`src/rtl/booth_mul_r4.sv`:
```
module booth_mul_r4 #(
  parameter int WIDTH   = 64,
  parameter int SHORT_W = 32
) (
  input  logic             clk,
  input  logic             rst_n,
  input  logic             start,
  input  logic             is_signed,
  input  logic             short_mode,
  input  logic [WIDTH-1:0] op_a,
  input  logic [WIDTH-1:0] op_b,
  output logic             busy,
  output logic             done,
  output logic [WIDTH-1:0] prod_hi,
  output logic [WIDTH-1:0] prod_lo
);
  localparam int XW     = WIDTH + 2;
  localparam int MW     = XW + 1;
  localparam int AW     = 2 * XW;
  localparam int NDIG   = XW / 2;
  localparam int NDIG_S = (SHORT_W + 2) / 2;
  localparam int IW     = $clog2(NDIG + 1);

  function automatic logic [XW-1:0] widen(input logic [WIDTH-1:0] v, input logic sgn, input logic shrt);
    logic [XW-1:0] r;
    if (shrt) r = {{(XW-SHORT_W){sgn & v[SHORT_W-1]}}, v[SHORT_W-1:0]};
    else      r = {{2{sgn & v[WIDTH-1]}}, v};
    return r;
  endfunction

  logic [XW-1:0] xe;
  logic [XW:0]   ysh;
  logic [IW-1:0] icnt;
  logic          issuing, short_q;
  logic          accept, last_issue;

  assign accept     = start & ~busy;
  assign last_issue = (icnt == (short_q ? IW'(NDIG_S-1) : IW'(NDIG-1)));

  logic neg_d, one_d, two_d;
  assign one_d = ysh[1] ^ ysh[0];
  assign two_d = (ysh[2:0] == 3'b011) | (ysh[2:0] == 3'b100);
  assign neg_d = ysh[2] & ~(ysh[1] & ysh[0]);

  logic          v1, last1, neg1, one1, two1;
  logic [IW-1:0] idx1;
  logic          v2, last2, neg2;
  logic [MW-1:0] mag2;
  logic [IW-1:0] idx2;
  logic          v3, last3;
  logic [AW-1:0] pp3;
  logic [AW-1:0] acc;

  logic signed [MW-1:0] smag;
  logic [AW-1:0]        pp_wide;
  assign smag    = neg2 ? -$signed(mag2) : $signed(mag2);
  assign pp_wide = {{(AW-MW){smag[MW-1]}}, smag} << {idx2, 1'b0};

  always_ff @(posedge clk or negedge rst_n) begin
    if (!rst_n) begin
      xe <= '0; ysh <= '0; icnt <= '0; issuing <= 1'b0; short_q <= 1'b0;
      busy <= 1'b0; done <= 1'b0; acc <= '0;
      v1 <= 1'b0; last1 <= 1'b0; neg1 <= 1'b0; one1 <= 1'b0; two1 <= 1'b0; idx1 <= '0;
      v2 <= 1'b0; last2 <= 1'b0; neg2 <= 1'b0; mag2 <= '0; idx2 <= '0;
      v3 <= 1'b0; last3 <= 1'b0; pp3 <= '0;
    end else begin
      done <= 1'b0;
      if (accept) begin
        xe      <= widen(op_a, is_signed, short_mode);
        ysh     <= {widen(op_b, is_signed, short_mode), 1'b0};
        icnt    <= '0;
        issuing <= 1'b1;
        short_q <= short_mode;
        acc     <= '0;
        busy    <= 1'b1;
      end else if (issuing) begin
        ysh     <= {2'b00, ysh[XW:2]};
        icnt    <= icnt + 1'b1;
        issuing <= ~last_issue;
      end
      // step 1: Booth digit decode
      v1    <= issuing;
      last1 <= issuing & last_issue;
      neg1  <= neg_d;
      one1  <= one_d;
      two1  <= two_d;
      idx1  <= icnt;
      // step 2: choice of multiple
      v2    <= v1;
      last2 <= last1;
      neg2  <= neg1;
      idx2  <= idx1;
      mag2  <= one1 ? {xe[XW-1], xe} : (two1 ? {xe, 1'b0} : '0);
      // step 3: aligned signed partial product
      v3    <= v2;
      last3 <= last2;
      pp3   <= pp_wide;
      // step 4: accumulate
      if (v3) acc <= acc + pp3;
      if (v3 && last3) begin
        done <= 1'b1;
        busy <= 1'b0;
      end
    end
  end

  assign prod_hi = acc[2*WIDTH-1:WIDTH];
  assign prod_lo = acc[WIDTH-1:0];

  logic [7:0] lat;
  always_ff @(posedge clk or negedge rst_n) begin
    if (!rst_n)        lat <= '0;
    else if (accept)   lat <= '0;
    else if (busy)     lat <= lat + 1'b1;
  end

  AST_BUSY_AFTER_START: assert property (@(posedge clk) disable iff (!rst_n) accept |=> busy);
  AST_FULL_LATENCY: assert property (@(posedge clk) disable iff (!rst_n) (done && !short_q) |-> lat == 8'(NDIG + 3));
  AST_SHORT_LATENCY: assert property (@(posedge clk) disable iff (!rst_n) (done && short_q) |-> lat == 8'(NDIG_S + 3));
  AST_IGNORED_START: assert property (@(posedge clk) disable iff (!rst_n) (start && busy) |=> $stable(short_q) && $stable(xe));
  AST_DONE_ONE_CLOCK: assert property (@(posedge clk) disable iff (!rst_n) done |=> !done);
  AST_DONE_NOT_BUSY: assert property (@(posedge clk) disable iff (!rst_n) done |-> !busy);
  AST_BUSY_FALL_DONE: assert property (@(posedge clk) disable iff (!rst_n) $fell(busy) |-> done);
  AST_PROD_HELD: assert property (@(posedge clk) disable iff (!rst_n) (!busy && !start) |=> $stable({prod_hi, prod_lo}));
  AST_DIGIT_RANGE: assert property (@(posedge clk) disable iff (!rst_n) v2 |-> $countones(mag2 ^ {xe[XW-1], xe}) == 0 || $countones(mag2 ^ {xe, 1'b0}) == 0 || mag2 == '0);
endmodule

```
`config.mk`:
```
export PLATFORM = sky130hd
export DESIGN_NAME = booth_mul_r4
export DESIGN_NICKNAME = d
export VERILOG_FILES = /design/src/rtl/booth_mul_r4.sv
export SDC_FILE = /design/constraint.sdc
export NUM_CORES = 1
export LEC_CHECK = 0
export ABC_CLOCK_PERIOD_IN_PS = 6200
export BUFFER_PORTS_ARGS = -buffer_cell sky130_fd_sc_hd__buf_2
export CAP_MARGIN = 40
export CORE_MARGIN = 2
export CORE_UTILIZATION = 47
export CTS_BUF_LIST = sky130_fd_sc_hd__clkbuf_4 sky130_fd_sc_hd__clkbuf_8
export DETAILED_ROUTE_END_ITERATION = 12
export PLACE_DENSITY = 0.63
export SYNTH_ARGS = -nofsm -noshare
export SYNTH_HDL_FRONTEND = slang
export SYNTH_SLANG_ARGS = --single-unit
```
`constraint.sdc`:
```
create_clock -name clk -period 6.2 [get_ports clk]
set_input_delay 0.62 -clock clk [delete_from_list [all_inputs] [get_ports clk]]
set_output_delay 0.62 -clock clk [all_outputs]
set_load 0.005 [all_outputs]
```
==> results by group <==
Outcome
  • Run status: finished clean

Clock tree
  • Resized cells post-CTS: 0
  • Hold-fix buffers, CTS: 1
  • Clock latency at the later pin of the worst-skew pair: 0.74 ns
  • H-tree depth: 3
  • Reg clk slew, reported paths: 0.07 ns
  • CTS Root Cell: clkbuf_8
  • CTS buffer count: 86
  • CTS tree: done
  • Setup Buffers After CTS: 0
  • CTS Sinks: 485
  • Clock buffer depth: 3

GRT
  • Initial antenna violation count: 5
  • Total grt overflow: 0
  • GRT Total Usage: 30.6%
  • Vias in the first global route: 30,100
  • Largest net degree at the start of global routing: 135
  • Global-route wire length before repair: 178 mm

Logic synthesis
  • Most frequent cells after synthesis: 538 x nand2_1, 485 x dfrtp_1, 334 x o21ai_0
  • Warnings, synthesis: 0
  • Asr flop ratio synth: 100%
  • Count leader, synth: nand2_1
  • Top_reg_cell synth: dfrtp_1
  • Cell taking the most area after synthesis: dfrtp_1
  • Synth unique cells: 92
  • Post-Syn Nets: 4,236
  • Top cells by area, synth: dfrtp_1 36%, nand2_1 6.0%, o21ai_0 5.0%
  • Seq cells post-synth: 485
  • EDFF count, synth: 0
  • Syn avg cell area: 8.49 um2
  • Mapped cell area: 0.0337 mm2
  • Register area share after synthesis: 36.0%
  • Synth Instances: 3,970
  • Post-synth top area share: 36.0%

STA
  • Setup violators final: 0
  • Final Hold Viols: 0
  • Relative slew slack: 33.9%
  • TNS Setup: 0 ns
  • Max-slew violations: 0
  • Fmax: 0.194 GHz
  • Worst slew pin tran: 0.991 ns
  • Unrepaired setup endpoints after global routing: false
  • Clk_skew: 0.0723 ns
  • Crit path time final: 5.16 ns
  • Tcrit/Tclk final: 83.2%

Worst setup path
  • Worst stage delay on the critical path: 0.86 ns
  • Most used cell, CP: a2111oi_0
  • Critical path type: flip-flop to flip-flop
  • Crit path launch type: flip-flop
  • CP Max Fanout: 5
  • Worst EP required: 6.80 ns
  • Worst path slowest cell: a2111oi_0
  • Critical path cell sequence: ha_1 -> inv_1 -> fa_1 -> nand2b_1 -> a2111oi_0 -> or2_2 -> o31a_1 -> o211ai_1 -> a2111oi_0 -> o21ai_0 -> o31ai_1 -> a221oi_1 -> mux2i_1 -> a211o_1
  • CP Capture Type: flip-flop
  • WP data arrival: 5.76 ns

Placement
  • Post-detail-place hpwl: 87.2 mm
  • Gpl congestion: 1.03
  • IO buf count: 262

Detailed routing
  • Pre-antenna DRT Iters: 6
  • Iteration-0 DRC Markers: 3,086
  • ANT nets after route: 0
  • DR vias/cell: 6.13
  • Routed WL: 115 mm
  • Number of remaining DRC errors: 0
  • Vias: 31,300
  • Routed wire per std cell: 22.5 um

Die
  • Die area: 0.0739 mm2
  • FP Rows: 98
  • Chip height: 272 um
  • Die Span X: 272 um
  • Boundary pin count: 263
  • Core box area: 0.0712 mm2
  • Starting Density: 47.3%

Min path
  • Worst hold-check path type: input pin to flip-flop

Finish
  • Share of layout cells above drive strength 1: 14.1%
  • P&R area growth vs syn: 11.6%
  • Final net count: 4,352

Job
  • Maxcap violations: 0
placed cells by master, fill, tap and decap left out, types with 18 or more instances in the layout:
cell type    n
nand2_1    538
dfrtp_1    477
o21ai_0    334
a21oi_1    307
nor2_1     287
buf_2      262
mux2i_1    161
ha_1       132
clkbuf_8   105
xnor2_1     92
nand3_1     87
a21o_1      80
inv_1       79
xor2_1      78
a22o_1      76
nor3_1      70
nand4_1     70
nand3b_1    70
o211ai_1    52
o21bai_1    51
a211oi_1    41
buf_4       40
o21a_1      38
a31oi_1     35
mux2_2      32
o31ai_1     31
and2_1      29
or3_1       28
nor4_1      28
nand2b_1    26
mux4_2      26
o22ai_1     22
clkbuf_4    22
or4_1       20
a221oi_1    18
metrics by stage:
step | worst slack, ns | instances | utilization, % | hold WS [ns] | cell area [um2]
2_1_floorplan | 2.35 | 3970 | - | 0.324 | 33700
3_3_place_gp | 1.32 | 4938 | 49.9 | 0.331 | 35500
3_5_place_dp | 1.23 | 4947 | 50.1 | 0.336 | 35700
4_1_cts | 1.19 | 5103 | 52.8 | 0.0267 | 37600
5_1_grt | 0.780 | 5105 | 52.8 | 0.0690 | 37600
6_report | 1.04 | 5106 | 52.8 | 0.0836 | 37600
cell type report:
cell class	count	area [um2]
multi-input combinational	3114	20200
tap	950	1190
sequential	485	12100
timing repair buffer	315	1850
clock inverter	28	300
inverter	84	315
fill	6938	33600
clock buffer	127	1610
antenna	3	7.51
critical path, delay by kind of cell (launching register included):
kind | cells | cell delay, ns
compound gates | 8 | 3.44
fa+ha+maj | 2 | 0.58
buf+inv | 1 | 0.06
flops | 1 | 0.38
mux | 1 | 0.17
simple gates | 2 | 0.43
state kept, by name (all words and copies together), names as in the netlist, 6 cells and up:
name / count
icnt: 6
ysh: 66
pp3: 128
acc: 128
xe: 65
mag2: 66
idx1: 6
idx2: 6
cells by family (layout without fill, tap and decap cells):
logic type               Yosys count  after routing  share of synthesized area, %
adder cells (fa/ha/maj)          133            133                          4.96
AND/OR/NAND/NOR                 1336           1336                          18.8
multiplexers                     221            221                          7.67
buffers and inverters            371            554                          4.19
other                              0              3                             0
XOR/XNOR                         170            170                          4.42
AO/OA/AOI/OAI                   1254           1254                          23.9
flip-flops                       485            485                          36.0
metal layers:
layer	global-route usage, %	share of wire [%]
met2	47.1	44
met3	4.92	7.4
met1	41.6	43
met5	0	0.011
met4	16.0	5.5
path summary, 6_finish.rpt:
path	startpoint	end	slack [ns]	cells past startpoint
setup / recovery	acc[0]	acc[114]	1.04	14
hold / removal	op_a[0]	xe[0]	0.08	3
setup reg to reg	acc[0]	acc[114]	1.04	14
hold reg to reg	v1	v2	0.35	0
max in group asynchronous	rst_n	mag2[65]	4.30	3
min in group asynchronous	rst_n	acc[39]	0.53	2
Power is not shown: default switching activity piles up to over one toggle a cycle in this logic, so the estimate is an artifact.
